==> config.mk <==
export PLATFORM = sky130hd
export DESIGN_NAME = service_gate_capture
export DESIGN_NICKNAME = d
export VERILOG_FILES = /design/src/rtl/sgc_pkg.sv /design/src/rtl/sgc_sync.sv /design/src/rtl/sgc_capture.sv /design/src/rtl/sgc_tag_delay.sv /design/src/rtl/service_gate_capture.sv
export SDC_FILE = /design/constraint.sdc
export NUM_CORES = 1
export LEC_CHECK = 0
export BUFFER_PORTS_ARGS = -buffer_cell sky130_fd_sc_hd__buf_4
export CELL_PAD_IN_SITES_DETAIL_PLACEMENT = 1
export CELL_PAD_IN_SITES_GLOBAL_PLACEMENT = 1
export CORE_UTILIZATION = 30
export CTS_BUF_LIST = sky130_fd_sc_hd__clkbuf_16
export DETAILED_ROUTE_END_ITERATION = 10
export PLACE_DENSITY_LB_ADDON = 0.25
export SETUP_SLACK_MARGIN = 0.02
export SLEW_MARGIN = 25
export SYNTH_ARGS = -nofsm -noshare
export SYNTH_HDL_FRONTEND = slang
export SYNTH_SLANG_ARGS = --single-unit
==> constraint.sdc <==
create_clock -name clk -period 1.95 [get_ports clk]
set_input_delay 0.39 -clock clk [delete_from_list [all_inputs] [get_ports clk]]
set_output_delay 0.39 -clock clk [all_outputs]
set_load 0.1 [all_outputs]
==> src/rtl/sgc_pkg.sv <==
// Shared definitions for the service gate capture sequencer.
// Assumes: one gate tag and one strobe tag per device adapter.
package sgc_pkg;
    localparam int NUM_TAGS  = 2;
    localparam int NUM_CRST  = 3;

    // Index of each return tag in the tag vectors
    typedef enum int {
        TAG_GATE   = 0,
        TAG_STROBE = 1
    } tag_idx_e;

    // Channel control lines carried through the synchronizer together
    typedef struct packed {
        logic poll_hit;
        logic svc_gate;
        logic data_strobe;
    } chan_ctl_t;
endpackage

==> src/rtl/sgc_sync.sv <==
// Multi-stage synchronizer for asynchronous interface inputs.
// Assumes: each bit is independent; a bus sampled here must be stable
// around the edges where it is used.
module sgc_sync #(
    parameter int W      = 1,
    parameter int STAGES = 2
) (
    input  logic         clk,
    input  logic         rst_n,
    input  logic [W-1:0] d,
    output logic [W-1:0] q
);
    logic [W-1:0] stg [STAGES];

    // Shift the input through the stage chain
    always_ff @(posedge clk) begin
        if (!rst_n) begin
            for (int i = 0; i < STAGES; i++) stg[i] <= '0;
        end else begin
            stg[0] <= d;
            for (int i = 1; i < STAGES; i++) stg[i] <= stg[i-1];
        end
    end

    assign q = stg[STAGES-1];
endmodule

==> src/rtl/sgc_capture.sv <==
// Poll capture latch and service gate capture trigger.
// The trigger sets from a captured poll, active gate and address match.
// Data strobe only holds it. The set trigger clears the poll latch.
// Assumes: all inputs already synchronous to clk.
module sgc_capture (
    input  logic clk,
    input  logic rst_n,
    input  logic poll_hit,
    input  logic svc_gate,
    input  logic data_strobe,
    input  logic addr_ok,
    input  logic crst_any,
    output logic poll_q,
    output logic trig_q
);
    logic set_trig;
    logic release_ok;

    assign set_trig   = poll_q & svc_gate & addr_ok;
    assign release_ok = ~svc_gate & ~data_strobe;

    // Capture trigger: set by selection, released after both strobes fall
    always_ff @(posedge clk) begin
        if (!rst_n || crst_any) begin
            trig_q <= 1'b0;
        end else if (trig_q) begin
            if (release_ok) trig_q <= 1'b0;
        end else if (set_trig) begin
            trig_q <= 1'b1;
        end
    end

    // Poll capture latch: set by poll, held clear while the trigger is set
    always_ff @(posedge clk) begin
        if (!rst_n || crst_any) begin
            poll_q <= 1'b0;
        end else if (trig_q) begin
            poll_q <= 1'b0;
        end else if (poll_hit) begin
            poll_q <= 1'b1;
        end
    end
endmodule

==> src/rtl/sgc_tag_delay.sv <==
// Return-tag delay: a counter loaded with DELAY when the envelope rises.
// The tag rises once the counter is empty and falls with the envelope.
// Assumes: env is synchronous to clk.
module sgc_tag_delay #(
    parameter int DELAY = 3
) (
    input  logic clk,
    input  logic rst_n,
    input  logic env,
    output logic tag
);
    localparam int CW = (DELAY < 1) ? 1 : $clog2(DELAY + 1);
    localparam logic [CW-1:0] LOAD = CW'(DELAY);

    logic [CW-1:0] cnt;
    logic          env_q;

    // Load on envelope rise, count down while the envelope lasts
    always_ff @(posedge clk) begin
        if (!rst_n) begin
            cnt   <= '0;
            env_q <= 1'b0;
        end else begin
            env_q <= env;
            if (env && !env_q)           cnt <= LOAD;
            else if (env && cnt != '0)   cnt <= cnt - 1'b1;
        end
    end

    assign tag = env & env_q & (cnt == '0);
endmodule

==> src/rtl/service_gate_capture.sv <==
// Service gate capture sequencer top.
// Synchronizes the channel lines and decides selection from the poll
// capture, gate and address (top bus bit ignored). Forms the two
// envelopes and delays each into its return tag.
// Assumes: chan_rst is already synchronous to clk.
module service_gate_capture #(
    parameter int                ADDR_W       = 16,
    parameter logic [ADDR_W-1:0] DEV_ADDR     = 16'h00A5,
    parameter int                SYNC_STAGES  = 2,
    parameter int                GATE_DELAY   = 3,
    parameter int                STROBE_DELAY = 1
) (
    input  logic            clk,
    input  logic            rst_n,
    input  logic            poll_hit_a,
    input  logic            svc_gate_a,
    input  logic            data_strobe_a,
    input  logic [ADDR_W:0] addr_bus,
    input  logic [2:0]      chan_rst,
    output logic            sel_env,
    output logic            stb_env,
    output logic            sel_ret,
    output logic            stb_ret
);
    import sgc_pkg::*;

    localparam int            BUS_W = ADDR_W + 1;
    localparam logic [BUS_W-1:0] CMP_MASK = {1'b0, {ADDR_W{1'b1}}};
    localparam logic [BUS_W-1:0] CMP_ADDR = {1'b0, DEV_ADDR};

    chan_ctl_t            ctl_a, ctl_s;
    logic [BUS_W-1:0]     addr_s;
    logic                 sg_s, ds_s, poll_s;
    logic                 addr_ok, crst_any;
    logic                 poll_q, trig_q;
    logic [NUM_TAGS-1:0]  env_v, tag_v;

    assign ctl_a = '{poll_hit: poll_hit_a, svc_gate: svc_gate_a,
                     data_strobe: data_strobe_a};

    sgc_sync #(.W($bits(chan_ctl_t)), .STAGES(SYNC_STAGES)) u_sync_ctl (
        .clk(clk), .rst_n(rst_n), .d(ctl_a), .q(ctl_s)
    );

    sgc_sync #(.W(BUS_W), .STAGES(SYNC_STAGES)) u_sync_addr (
        .clk(clk), .rst_n(rst_n), .d(addr_bus), .q(addr_s)
    );

    assign poll_s   = ctl_s.poll_hit;
    assign sg_s     = ctl_s.svc_gate;
    assign ds_s     = ctl_s.data_strobe;
    assign addr_ok  = ((addr_s ^ CMP_ADDR) & CMP_MASK) == '0;
    assign crst_any = |chan_rst;

    sgc_capture u_capture (
        .clk(clk), .rst_n(rst_n), .poll_hit(poll_s), .svc_gate(sg_s),
        .data_strobe(ds_s), .addr_ok(addr_ok), .crst_any(crst_any),
        .poll_q(poll_q), .trig_q(trig_q)
    );

    assign env_v[TAG_GATE]   = trig_q;
    assign env_v[TAG_STROBE] = trig_q & ds_s;

    // One delay per return tag, each with its own count
    for (genvar i = 0; i < NUM_TAGS; i++) begin : g_tag
        localparam int D = (i == TAG_GATE) ? GATE_DELAY : STROBE_DELAY;
        sgc_tag_delay #(.DELAY(D)) u_dly (
            .clk(clk), .rst_n(rst_n), .env(env_v[i]), .tag(tag_v[i])
        );
    end

    assign sel_env = env_v[TAG_GATE];
    assign stb_env = env_v[TAG_STROBE];
    assign sel_ret = tag_v[TAG_GATE];
    assign stb_ret = tag_v[TAG_STROBE];
endmodule

Word level (Yosys, flattened, before mapping)
Memory sizes are Yosys's and may differ from the RTL's. Index checks and enable logic that the tools add are counted.

Bitwise gates (word level): 16. Reductions and logical operators: 15. Add/sub/neg operators: 2. Mux-type cells: 13.

Operators by type and width (count): 17-bit two-way mux (2); 17-bit zero test (1); 1-bit AND (8); 1-bit two-way mux (7); 3-bit two-way mux (2); 2-bit nonzero test (3); 1-bit logical AND (4); 2-bit two-way mux (2); 4-bit inverter (1); 1-bit bitwise OR (4); 1-bit zero test (3); 1-bit inverter (3); 3-bit OR reduction (1); 2-bit zero test (1); 2-bit OR reduction (1); 2-bit by 1-bit subtractor with 2-bit output, second input constant (1); 1-bit logical OR (1); 1-bit subtractor, second input constant (1).

Memories: 2. Register bits after elaboration: 7. Bits of input ports: 25. Word-level logic and storage cells: 54. Bits in writable memories: 40. Output and inout port bits: 4.

Memory list: u_sync_addr.stg (words 2, bits a word 17, rd ports 2, clocked after Yosys merged registers in 0, wr ports 2, line sgc_sync.sv:13) `logic [W-1:0] stg [STAGES];`; u_sync_ctl.stg (words 2, bits a word 3, rd ports 2, clocked after Yosys merged registers in 0, wr ports 2, line sgc_sync.sv:13).

Longest topological paths before layout
Depth after elaboration: 5. Gate-level depth with buffers: 5.

Modules after synthesis
A second synthesis with hierarchy kept.

Cell total of the unflattened synthesis: 137. Area, all modules: 1622.8 um^2.

Modules (own cells, without submodules): sgc_sync at u_sync_addr (cells each 88, area an instance 1078.5 um^2, instances 1); sgc_sync at u_sync_ctl (cells each 15, area an instance 180.2 um^2, instances 1); sgc_tag_delay at g_tag[0].u_dly (cells each 13, area an instance 143.9 um^2, instances 1); sgc_capture (cells each 8, area an instance 87.6 um^2, instances 1); service_gate_capture (cells each 7, area an instance 67.6 um^2, instances 1); sgc_tag_delay at g_tag[1].u_dly (cells each 6, area an instance 65.1 um^2, instances 1).

Worst setup path after synthesis
No wires, ideal clock.

Kind: reg2out. Start: register u_capture.trig_q. End: output port stb_ret. Path buffers: 0. Path slack: -0.817 ns. Cell stages (with the launch flop): 3. Data arrival time: 2.377 ns. Cells stage by stage: dfxtp_1 and2_4 and3b_1.

Longest elaborated chain between the ends: 3.

Ends and longest elaborated chain: start, declared (line sgc_capture.sv:14) `output logic trig_q`; start signal, assigned (line sgc_capture.sv:25) `trig_q <= 1'b0;`; start signal, assigned (line sgc_capture.sv:27) `if (release_ok) trig_q <= 1'b0;`; start signal, assigned (line sgc_capture.sv:29) `trig_q <= 1'b1;`; 1-bit AND (line service_gate_capture.sv:62) `assign env_v[TAG_STROBE] = trig_q & ds_s;`; named net stb_env (line service_gate_capture.sv:21) `output logic stb_env,`; 1-bit AND (2 in series) (line sgc_tag_delay.sv:30) `assign tag = env & env_q & (cnt == '0);`; end, declared (line service_gate_capture.sv:23) `output logic stb_ret`.

The timed path passes the listed nets, and every way through them passes these cells.

Worst setup path in the final report
Start: register g_tag[0].u_dly.cnt[0]. End: output port sel_ret.

Longest elaborated chain between the ends: 2.

Ends and longest elaborated chain: start, declared (line sgc_tag_delay.sv:15) `logic [CW-1:0] cnt;`; start signal, assigned (line sgc_tag_delay.sv:26) `else if (env && cnt != '0) cnt <= cnt - 1'b1;`; 2-bit zero test (line sgc_tag_delay.sv:30); 1-bit AND (line sgc_tag_delay.sv:30); end, declared (line service_gate_capture.sv:22) `output logic sel_ret,`.

Every way passes these cells.

==> load_flow_metrics.sql <==
INSERT INTO impl_metrics (metric_group, metric, value, unit) VALUES
('global_route', 'grt_antenna_before_repair', '0', ''),
('floorplan', 'die-area', '4820', 'um^2'),
('sta', 'max_slew.worst_pin.slew', '0.315', 'ns'),
('setup_path', 'reg2reg_setup_slack', '0.76', 'ns'),
('detailed_routing', 'dr_total_vias', '831', ''),
('setup_path', 'critical_path_buf_inv_count', '2', ''),
('clock_network', 'cts.repair.resized', '0', ''),
('sta', 'rsz_0062_raised_after_global_routing', 'false', ''),
('synth', 'synthDominantCellAreaShare', '0.661', ''),
('synth', 'synth.net_count', '142', ''),
('synth', 'synth.cell_area', '1360', 'um^2'),
('detailed_routing', 'dr.max_layer_used', 'met4', ''),
('global_route', 'total_routing_usage_reported_by_global_routing', '0.0982', ''),
('synth', 'synth_ff_type', 'sky130_fd_sc_hd__dfxtp_1', ''),
('global_route', 'first_global_vias', '889', ''),
('detailed_routing', 'route.antenna.remaining_nets', '0', ''),
('detailed_routing', 'pre_repair_dr_iteration_count', '3', ''),
('setup_path', 'start_kind', 'flop', ''),
('place', 'dpl.cell_count', '191', ''),
('min_path', 'min-delay-path-class', 'input pin to flop', ''),
('pwr', 'static-leakage-power', '0.749', 'nW'),
('setup_path', 'endpoint_kind', 'output pin', ''),
('sta', 'slew_headroom', '0.787', ''),
('synth', 'synth_warnings', '0', ''),
('sta', 'final_period_minus_worst_setup_slack', '1.74', 'ns'),
('run_status', 'status', 'finished clean', ''),
('final_layout', 'fraction_of_layout_instances_using_a_drive_strength_above_1', '0.279', ''),
('setup_path', 'worst_ep_required_time', '1.56', 'ns'),
('sta', 'timing.final.crit_share', '0.893', ''),
('detailed_routing', 'routed_via_density', '4.18', ''),
('sta', 'report.final.slew_viol_count', '0', ''),
('clock_network', 'cts_inserted_buffers', '5', ''),
('setup_path', 'critPathMaxStageDelay', '0.36', 'ns'),
('clock_network', 'h_tree_levels', '2', ''),
('sta', 'totalNegativeSetupSlack', '0', 'ns'),
('clock_network', 'clock_path_buffers', '2', ''),
('global_route', 'pin_count_of_the_biggest_net_entering_global_routing', '43', ''),
('synth', 'synth.lib_cells_used.distinct', '22', ''),
('detailed_routing', 'route.final.wire_length', '2.07', 'mm'),
('detailed_routing', 'drc', '0', ''),
('detailed_routing', 'detail_route.wirelength.met1', '887', 'um'),
('floorplan', 'boundaryPins', '29', ''),
('floorplan', 'dieWidth', '69.4', 'um'),
('synth', 'syn-mean-instance-area', '11.7', 'um^2'),
('global_route', 'global_route.overflow_total', '0', ''),
('final_layout', 'final_cells', '199', ''),
('sta', 'hold_violations', '0', ''),
('setup_path', 'crit_path_max_fanout', '3', ''),
('final_layout', 'final_design_area_no_fill', '1790', 'um^2'),
('detailed_routing', 'detailroute.wirelength.met3', '92', 'um'),
('setup_path', 'timing.critical_path.max_delay_family', 'flip-flops', ''),
('detailed_routing', 'routed_wire_length_per_instance', '10.4', 'um'),
('synth', 'yosysSeqAreaShare', '0.661', ''),
('sta', 'timing.final.setup_violations', '0', ''),
('pwr', 'ir_drop', '454', 'uV'),
('floorplan', 'num_rows', '24', ''),
('synth', 'synth_common_cells', 'sky130_fd_sc_hd__dfxtp_1, sky130_fd_sc_hd__and2_1, sky130_fd_sc_hd__nor2_1, sky130_fd_sc_hd__clkbuf_1', ''),
('floorplan', 'core-area', '4350', 'um^2'),
('place', 'port_buffers', '27', ''),
('floorplan', 'floorplan.initialDensity', '0.313', ''),
('sta', 'fin_worst_skew', '0.00304', 'ns'),
('synth', 'async_flop_share', '0', ''),
('synth', 'post-synth-top-area-cell', 'sky130_fd_sc_hd__dfxtp_1', ''),
('setup_path', 'arrival_time_at_the_worst_endpoint', '1.35', 'ns'),
('clock_network', 'cts_setup_buffers', '0', ''),
('clock_network', 'cts_hold_buffers', '0', ''),
('synth', 'ys_seq_elements', '45', ''),
('detailed_routing', 'drt_first_iter_violations', '16', ''),
('synth', 'synth.top_cells.by_area', 'sky130_fd_sc_hd__dfxtp_1, sky130_fd_sc_hd__and2_1, sky130_fd_sc_hd__nor4b_4', ''),
('clock_network', 'clk_latency', '0.27', 'ns'),
('clock_network', 'cts-root-buf', 'sky130_fd_sc_hd__clkbuf_16', '');
-- per-layer routing --
metal  up-vias  global-route usage
met4         0              0.0612
met3         2              0.0392
met1       382              0.0997
met5         -                   0
li1        431                   -
met2        16               0.167
-- flip-flops by register name (all words and copies together) (netlist names) --
register and count:
g_tag.u_dly.cnt 3, g_tag.u_dly.env_q 2, u_capture.poll_q 1, u_capture.trig_q 1, u_sync_addr.stg 32, u_sync_ctl.stg 6
-- worst paths after layout --
check,start,to,cells past startpoint
min reg2reg,u_sync_addr.stg[0][2],u_sync_addr.stg[0][19],1
min,addr_bus[7],u_sync_addr.stg[0][7],2
max reg2reg,g_tag[0].u_dly.cnt[0],g_tag[0].u_dly.cnt[0],5
max,g_tag[0].u_dly.cnt[0],sel_ret,4
-- placed cells by master (no fill, tap or decap), drive strengths merged --
cell type,netlist,routed
dfxtp,45,45
and2,40,40
buf,0,27
nor2,5,5
clkbuf,4,5
inv,3,4
a211oi,3,3
nor4b,3,3
and3,2,2
and3b,1,1
nor4,1,1
nor4bb,1,1
nand3,1,1
nand4,1,1
o211ai,1,1
o21ai,1,1
nor3b,1,1
nand2,1,1
a21boi,1,1
ha,1,1
bufinv,0,1
clkinv,0,1
-- kinds of logic (layout without fill, tap and decap cells) --
group | after synthesis | after routing | share of synthesized area
simple gates | 57 | 57 | 0.276
flops | 45 | 45 | 0.661
buf+inv | 7 | 38 | 0.0193
compound gates | 6 | 6 | 0.0340
fa+ha+maj | 1 | 1 | 0.00918
-- worst reg2reg max path, delay by kind of cell (launching register included) --
kind | cells | cell delay (ns)
AO/OA/AOI/OAI | 2 | 0.39
adder cells (fa/ha/maj) | 1 | 0.23
buffers and inverters | 1 | 0.06
flip-flops | 1 | 0.36
AND/OR/NAND/NOR | 1 | 0.07
-- area by class of cell --
type | count | area [um^2] | share of cell area
sequential | 45 | 905 | 0.507
clock inverter | 3 | 37.5 | 0.0210
timing repair buffer | 27 | 203 | 0.114
multi-input combinational | 64 | 439 | 0.246
clock buffer | 5 | 125 | 0.0701
tap | 52 | 65.1 | 0.0364
inverter | 3 | 11.3 | 0.00631
-- stage by stage --
stage               utilization  power, mW  hold slack, ns  setup WS [ns]
finish                    0.410       1.94           0.319          0.208
floorplan                     -       1.02           0.412          0.137
CTS                       0.410       1.96           0.314          0.199
detailed placement        0.373       1.06           0.420          0.506
global placement          0.373       1.06           0.418          0.553
global route              0.410       2.01           0.320          0.159
-- where the power goes --
group	switching [mW]	internal, mW
clock	0.305	0.594
sequential	0.00806	0.955
combinational	0.0248	0.0503
Note: power is estimated with default switching activity, not from simulation.
